==> config.mk <==
export PLATFORM = sky130hd
export DESIGN_NAME = console_mmio
export DESIGN_NICKNAME = d
export VERILOG_FILES = /design/src/rtl/console_pkg.sv /design/src/rtl/console_decode.sv /design/src/rtl/console_kbd.sv /design/src/rtl/console_disp.sv /design/src/rtl/console_mctl.sv /design/src/rtl/console_mmio.sv
export SDC_FILE = /design/constraint.sdc
export NUM_CORES = 1
export LEC_CHECK = 0
export BUFFER_PORTS_ARGS = -buffer_cell sky130_fd_sc_hd__buf_2
export CORE_MARGIN = 4
export CORE_UTILIZATION = 32
export CTS_CLUSTER_SIZE = 24
export DETAILED_ROUTE_END_ITERATION = 8
export SKIP_CTS_REPAIR_TIMING = 1
export SLEW_MARGIN = 25
export SYNTH_ARGS = -nofsm -noshare
export SYNTH_HDL_FRONTEND = slang
export SYNTH_HIERARCHICAL = 1
export SYNTH_SLANG_ARGS = --single-unit
==> constraint.sdc <==
create_clock -name clk -period 2.6 [get_ports clk]
set_input_delay 0.39 -clock clk [delete_from_list [all_inputs] [get_ports clk]]
set_output_delay 0.39 -clock clk [all_outputs]
set_load 0.03 [all_outputs]
==> src/rtl/console_pkg.sv <==
package console_pkg;
  typedef enum logic [2:0] {
    SEL_NONE,
    SEL_KSTAT,
    SEL_KDATA,
    SEL_DSTAT,
    SEL_DDATA,
    SEL_MCTL
  } reg_sel_e;
endpackage

==> src/rtl/console_decode.sv <==
module console_decode
  import console_pkg::*;
#(
  parameter int AW = 16,
  parameter logic [AW-1:0] KSTAT_A = 16'hFE00,
  parameter logic [AW-1:0] KDATA_A = 16'hFE02,
  parameter logic [AW-1:0] DSTAT_A = 16'hFE04,
  parameter logic [AW-1:0] DDATA_A = 16'hFE06,
  parameter logic [AW-1:0] MCTL_A  = 16'hFFFE
) (
  input  logic          en,
  input  logic [AW-1:0] addr,
  output reg_sel_e      sel
);
  always_comb begin
    sel = SEL_NONE;
    if (en) begin
      if (addr == KSTAT_A)      sel = SEL_KSTAT;
      else if (addr == KDATA_A) sel = SEL_KDATA;
      else if (addr == DSTAT_A) sel = SEL_DSTAT;
      else if (addr == DDATA_A) sel = SEL_DDATA;
      else if (addr == MCTL_A)  sel = SEL_MCTL;
    end
  end
endmodule

==> src/rtl/console_kbd.sv <==
module console_kbd #(
  parameter int CW = 8
) (
  input  logic          clk,
  input  logic          rst_n,
  input  logic          in_valid,
  input  logic [CW-1:0] in_char,
  input  logic          take,
  output logic          full,
  output logic [CW-1:0] held,
  output logic          lost
);
  // A new character wins over a same-cycle read; it only counts as lost
  // when the previous one was still unread and not being read now.
  always_ff @(posedge clk or negedge rst_n) begin
    if (!rst_n) begin
      full <= 1'b0;
      held <= '0;
      lost <= 1'b0;
    end else begin
      if (in_valid) begin
        held <= in_char;
        full <= 1'b1;
        if (full && !take) lost <= 1'b1;
      end else if (take) begin
        full <= 1'b0;
      end
    end
  end
endmodule

==> src/rtl/console_disp.sv <==
module console_disp #(
  parameter int CW = 8
) (
  input  logic          clk,
  input  logic          rst_n,
  input  logic          wr,
  input  logic [CW-1:0] wr_char,
  output logic          out_valid,
  output logic [CW-1:0] out_char,
  input  logic          out_ready
);
  always_ff @(posedge clk or negedge rst_n) begin
    if (!rst_n) begin
      out_valid <= 1'b0;
      out_char  <= '0;
    end else if (out_valid) begin
      if (out_ready) out_valid <= 1'b0;
    end else if (wr) begin
      out_valid <= 1'b1;
      out_char  <= wr_char;
    end
  end
endmodule

==> src/rtl/console_mctl.sv <==
module console_mctl (
  input  logic clk,
  input  logic rst_n,
  input  logic wr,
  input  logic wr_bit,
  output logic run
);
  always_ff @(posedge clk or negedge rst_n) begin
    if (!rst_n)  run <= 1'b1;
    else if (wr) run <= wr_bit;
  end
endmodule

==> src/rtl/console_mmio.sv <==
module console_mmio
  import console_pkg::*;
#(
  parameter int AW = 16,
  parameter int DW = 16,
  parameter int CW = 8,
  parameter logic [AW-1:0] KSTAT_A = 16'hFE00,
  parameter logic [AW-1:0] KDATA_A = 16'hFE02,
  parameter logic [AW-1:0] DSTAT_A = 16'hFE04,
  parameter logic [AW-1:0] DDATA_A = 16'hFE06,
  parameter logic [AW-1:0] MCTL_A  = 16'hFFFE
) (
  input  logic          clk,
  input  logic          rst_n,
  input  logic          bus_en,
  input  logic          bus_we,
  input  logic [AW-1:0] bus_addr,
  input  logic [DW-1:0] bus_wdata,
  output logic [DW-1:0] bus_rdata,
  output logic          bus_sel,
  input  logic          kb_valid,
  input  logic [CW-1:0] kb_data,
  output logic          kb_ready,
  output logic          kb_overrun,
  output logic          disp_valid,
  output logic [CW-1:0] disp_data,
  input  logic          disp_ready,
  output logic          clk_run
);
  localparam int FLAG = DW - 1;
  localparam int PADW = DW - CW;

  reg_sel_e      sel;
  logic          kbd_full;
  logic [CW-1:0] kbd_char;
  logic          rd, wr;

  wire unused_wbits = ^bus_wdata[FLAG-1:CW];

  console_decode #(
    .AW(AW), .KSTAT_A(KSTAT_A), .KDATA_A(KDATA_A),
    .DSTAT_A(DSTAT_A), .DDATA_A(DDATA_A), .MCTL_A(MCTL_A)
  ) dec_i (.en(bus_en), .addr(bus_addr), .sel(sel));

  assign rd       = !bus_we;
  assign wr       = bus_we;
  assign bus_sel  = (sel != SEL_NONE);
  assign kb_ready = 1'b1;

  console_kbd #(.CW(CW)) kbd_i (
    .clk(clk), .rst_n(rst_n),
    .in_valid(kb_valid), .in_char(kb_data),
    .take((sel == SEL_KDATA) && rd),
    .full(kbd_full), .held(kbd_char), .lost(kb_overrun)
  );

  console_disp #(.CW(CW)) disp_i (
    .clk(clk), .rst_n(rst_n),
    .wr((sel == SEL_DDATA) && wr), .wr_char(bus_wdata[CW-1:0]),
    .out_valid(disp_valid), .out_char(disp_data), .out_ready(disp_ready)
  );

  console_mctl mctl_i (
    .clk(clk), .rst_n(rst_n),
    .wr((sel == SEL_MCTL) && wr), .wr_bit(bus_wdata[FLAG]),
    .run(clk_run)
  );

  always_comb begin
    bus_rdata = '0;
    if (rd) begin
      unique case (sel)
        SEL_KSTAT: bus_rdata[FLAG] = kbd_full;
        SEL_KDATA: bus_rdata = {{PADW{1'b0}}, kbd_char};
        SEL_DSTAT: bus_rdata[FLAG] = !disp_valid;
        SEL_MCTL:  bus_rdata[FLAG] = clk_run;
        default:   bus_rdata = '0;
      endcase
    end
  end
endmodule

==> flow_summary.ini, run 1 <==
[global_route]
grt_max_degree = 21
gr-total-overflow = 0
grt_pass1_vias = 919
use_met1_pct = 12.8
grt_usage_pct = 10.8
antenna_found_initial = 0
met2_usage_pct = 18.9
grt_pass1_wl_um = 3800
met3_usage_pct = 2.66
top_usage_layer = met2

[timing]
setup_viol = 0
max_freq_mhz = 396
finalCritPeriodShare_pct = 97.1
timing.final.ws_setup_ps = 75.3
hold_viol = 0
finClkSkew_ps = 0.925
fin_hold_ws_ps = 23.1
layout_min_cycle_time_ps = 2520
rsz0062_at_grt = no
final.setup.tns_ps = 0
maxSlewViolCount = 0

[detailed_routing]
vias = 890
drt_iter0_drc = 9
antenna_left = 0
viasPerCell = 4.49
drt-total-wl_um = 2540
first_pass_iters = 3
avgRoutedWirePerCell_um = 12.8
drc = 0

[floorplan]
fp.coreArea_um2 = 3360
die_x_um = 67.4
die_y_um = 67.4
num_io_pins = 75
die_area_um2 = 4550
rows = 21
initial_core_util_pct = 33.6

[critical_path]
endpoint_kind = output pin
reg2reg_depth = 3
r2r-start = disp_i/out_valid
crit_required_ps = 2210
path_delay_family = simple AND/OR/NAND/NOR gates
critPathCapture = bus_rdata[4]
startpoint_type = input port
r2r_slack_ps = 1440
cp_cell_sequence = buf_2, or4_4, nor3_2, o2111a_1, buf_4, nor4b_4, buf_4, and2_1, buf_2
critical-path-max-stage-delay_ps = 540
worstPathArrival_ps = 2130
slowest_stage = or4_4
critPathBufInv = 4
r2r-end = disp_i/out_char[2]
crit_type = in -> out
cp_max_fo = 9
crit_cells = 9
crit_start = bus_addr[8]

[yosys]
yosys_warnings = 6
syn_avg_cell_area_um2 = 12.7
synth_top_area_share_pct = 42.1
syn_inst = 89
yosys-top-cells-area = dfrtp_1 42%, mux2_4 23%, buf_4 5.3%
seq_area_frac_synth_pct = 44.4
synth-edff-count = 0
yosysUniqueCellTypes = 32
ys.flop_type = dfrtp_1
synth_area_leader_cell = dfrtp_1
syn_area_um2 = 1130
ys_async_sr_fraction_pct = 100
synth.ff_latch_count = 20

[flow_run]
maxCapViolations = 0

[run_status]
status = complete, no violations

[power]
p_total_uw = 557
ir_worst_vdd_uv = 232
p_leak_uw = 0.000793
powerDensity_nw_per_um2 = 371

[finish]
diodes = 0
syn_to_final_growth_pct = 32.8
final_cell_mix = 58 x buf_2, 19 x dfrtp_1, 17 x mux2_4, 8 x and2_1, 8 x conb_1
drive_gt1_share_pct = 62.5
final_area_um2 = 1500
multiInputGateArea_um2 = 571
final_nets = 199
ff_latch_area_um2 = 502
fill_cells = 354
layout_commonest_cell = buf_2

[place]
place_area_um2 = 1470
io_buffers = 59
place_congestion = 0.659
place_hpwl_um = 2080
pre_cts_ws_ps = 60.8

[clock_tree]
clock-sinks = 20
cts_made_buffers = 3
cts-root-buf = clkbuf_4
clockBufferDepth = 2
cts_tree = yes
path_clk_slew_ps = 100
h-tree-depth = 1
clk_latency_ps = 280

[min_path]
hold_class = in -> async
-- through the flow --
step	utilization (%)	cells
after global routing	44.6	198
after floorplan	-	95
after detailed placement	43.7	194
after global placement	43.7	194
final	44.6	198
after CTS	44.5	198
-- worst min path at each step --
stage,from,end,slack (ps)
2_1_floorplan,rst_n,disp_i/out_char[0],90
3_3_place_gp,rst_n,disp_i/out_char[3],350
3_5_place_dp,rst_n,disp_i/out_char[6],360
4_1_cts,rst_n,kbd_i/held[7],30
5_1_grt,rst_n,disp_i/out_char[6],40
6_report,rst_n,disp_i/out_char[5],20
-- where the power goes --
group,switching [uW],leakage (uW),internal [uW],total [uW]
registers,6.52,0.000247,323,330
logic,41.9,0.000531,41.7,83.7
clock network,84.0,0.0000150,59.5,143
-- cell usage after synthesis (2+ instances only) --
cell type and count:
and2_1 8, buf_4 8, buf_6 2, conb_1 2, dfrtp_1 19, mux2_4 17
nand2_1 3, nand4_1 2, nand4b_1 2, nor2_1 3, nor3_1 2
-- layer usage --
metal,wire length (um),share of wire (%)
met5,0,0
met3,316,12
met1,1020,40
met2,1200,47
met4,12,0.47
-- cell families (layout without fill, tap and decap cells) --
| kind of cell | after synthesis | count (layout) | share of synthesized area (%) |
|---|---|---|---|
| flops | 20 | 20 | 44.4 |
| xor+xnor | 1 | 1 | 0.775 |
| other cells | 2 | 8 | 0.665 |
| simple gates | 31 | 31 | 18.9 |
| mux | 17 | 17 | 22.6 |
| compound gates | 7 | 7 | 4.98 |
| buf+inv | 11 | 68 | 7.64 |
-- worst reg2reg max path, delay by kind of cell (launching register included) --
kind	cells	cell delay, ps
multiplexers	1	300
AND/OR/NAND/NOR	1	170
buffers and inverters	1	150
flip-flops	1	430
-- registers in the layout, indices dropped and copies added (netlist names) --
name / count
kbd_i/held: 8
kbd_i/lost: 1
kbd_i/full: 1
disp_i/out_valid: 1
disp_i/out_char: 8
mctl_i/run: 1
-- layout make-up --
type	instances	share of cell area, %
Clock buffer	4	1.75
Multi-Input combinational cell	64	38.0
Sequential cell	20	33.4
Timing Repair Buffer	63	22.7
Inverter	1	0.250
Tap cell	46	3.84
(Power assumes the default switching activity.)
==> run 2, diff against run 1 <==
Settings changed: PLACE_DENSITY from default to 0.66.
==> run 2 against run 1 <==
Worst hold slack is essentially flat. Global-route usage is essentially flat. First-iteration DRC count up 110%. Clock power rose by 22%. Sequential share of layout area fell by 0.19 points. Total power up 5.4%.
==> flow_summary.ini, run 2 (same netlist as run 1, synthesis figures left out) <==
[finish]
finalNonFillerCells = 198
top_regs = disp_i/out_char (8), kbd_i/held (8)
diodes = 0
final_area_um2 = 1510
layout_commonest_cell = buf_2
syn_to_final_growth_pct = 33.6
final_nets = 199
drive_gt1_share_pct = 63.8
fill_cells = 347
final_cell_mix = 59 x buf_2, 19 x dfrtp_1, 17 x mux2_4, 8 x and2_1, 8 x conb_1

[flow_run]
maxCapViolations = 0

[clock_tree]
h-tree-depth = 1
clockBufferDepth = 2
clk_latency_ps = 290
clock-sinks = 20
cts_made_buffers = 3
path_clk_slew_ps = 110
cts_tree = yes
cts-root-buf = clkbuf_4

[critical_path]
critical-path-max-stage-delay_ps = 540
startpoint_type = input port
r2r-start = disp_i/out_valid
critPathBufInv = 4
worstPathArrival_ps = 2130
slowest_stage = or4_4
endpoint_kind = output pin
crit_type = in -> out
cp_cell_sequence = buf_2, or4_4, nor3_2, o2111a_2, buf_4, nor4b_4, buf_4, and2_1, buf_2
r2r_slack_ps = 1450
cp_max_fo = 9
path_delay_family = simple AND/OR/NAND/NOR gates
r2r-end = disp_i/out_char[6]
reg2reg_depth = 3
crit_required_ps = 2210

[timing]
hold_viol = 0
maxSlewViolCount = 0
finClkSkew_ps = 1.28
finalCritPeriodShare_pct = 96.9
max_freq_mhz = 397
setup_viol = 0
timing.final.ws_setup_ps = 79.6
fin_hold_ws_ps = 23.3
layout_min_cycle_time_ps = 2520
rsz0062_at_grt = no

[global_route]
grt_usage_pct = 10.8
gr-total-overflow = 0
use_met1_pct = 12.1
grt_max_degree = 21
grt_pass1_vias = 895
met2_usage_pct = 19.4
grt_pass1_wl_um = 3750
top_usage_layer = met2
met3_usage_pct = 3.33
antenna_found_initial = 0

[floorplan]
num_io_pins = 75
die_x_um = 67.4
fp.coreArea_um2 = 3360
rows = 21
die_y_um = 67.4
initial_core_util_pct = 33.6
die_area_um2 = 4550

[detailed_routing]
first_pass_iters = 4
vias = 899
drt-total-wl_um = 2520
drt_iter0_drc = 19
antenna_left = 0
avgRoutedWirePerCell_um = 12.7
viasPerCell = 4.54
drc = 0

[run_status]
status = complete, no violations

[place]
pre_cts_ws_ps = 1.61
place_congestion = 0.697
place_area_um2 = 1460
placed_cells = 193
io_buffers = 59
place_hpwl_um = 2100

[power]
p_leak_uw = 0.000793
ir_worst_vdd_uv = 304
powerDensity_nw_per_um2 = 389

[min_path]
hold_class = in -> async
==> run 2: worst max-delay path by stage <==
stage	startpoint	to	slack, ps	depth (start not counted)
3_3_place_gp	bus_addr[8]	bus_rdata[4]	70	7
2_1_floorplan	bus_addr[8]	bus_rdata[15]	240	5
4_1_cts	bus_addr[8]	bus_rdata[1]	-10	7
3_5_place_dp	bus_addr[8]	bus_rdata[1]	2	7
6_report	bus_addr[8]	bus_rdata[1]	80	9
5_1_grt	bus_addr[8]	bus_rdata[15]	9	7
==> run 2: routing by layer <==
metal	wire [um]	vias up
met5	0	-
met4	8	0
met2	1230	48
met3	323	2
li1	-	425
met1	956	424
==> run 2: report_power, final <==
group | internal, uW | total (uW) | switching [uW]
registers | 323 | 330 | 6.50
clock network | 85.2 | 174 | 88.3
logic | 41.7 | 83.4 | 41.7
total | 450 | 587 | 137
==> run 2: stage by stage <==
stage | total power (uW) | utilization [%] | TNS, ps
after global routing | 614 | 44.9 | 0
after floorplan | 388 | - | 0
after CTS | 598 | 44.6 | -24.1
after detailed placement | 421 | 43.5 | 0
final | 587 | 44.9 | 0
after global placement | 416 | 43.5 | 0
==> run 2: layout make-up <==
type / count / area (um^2) / share of cell area, %
Clock buffer: 4 / 36.3 / 2.40
Timing Repair Buffer: 63 / 338 / 22.4
Inverter: 1 / 3.75 / 0.249
Sequential cell: 20 / 502 / 33.3
Multi-Input combinational cell: 64 / 572 / 37.9
Tap cell: 46 / 57.6 / 3.81
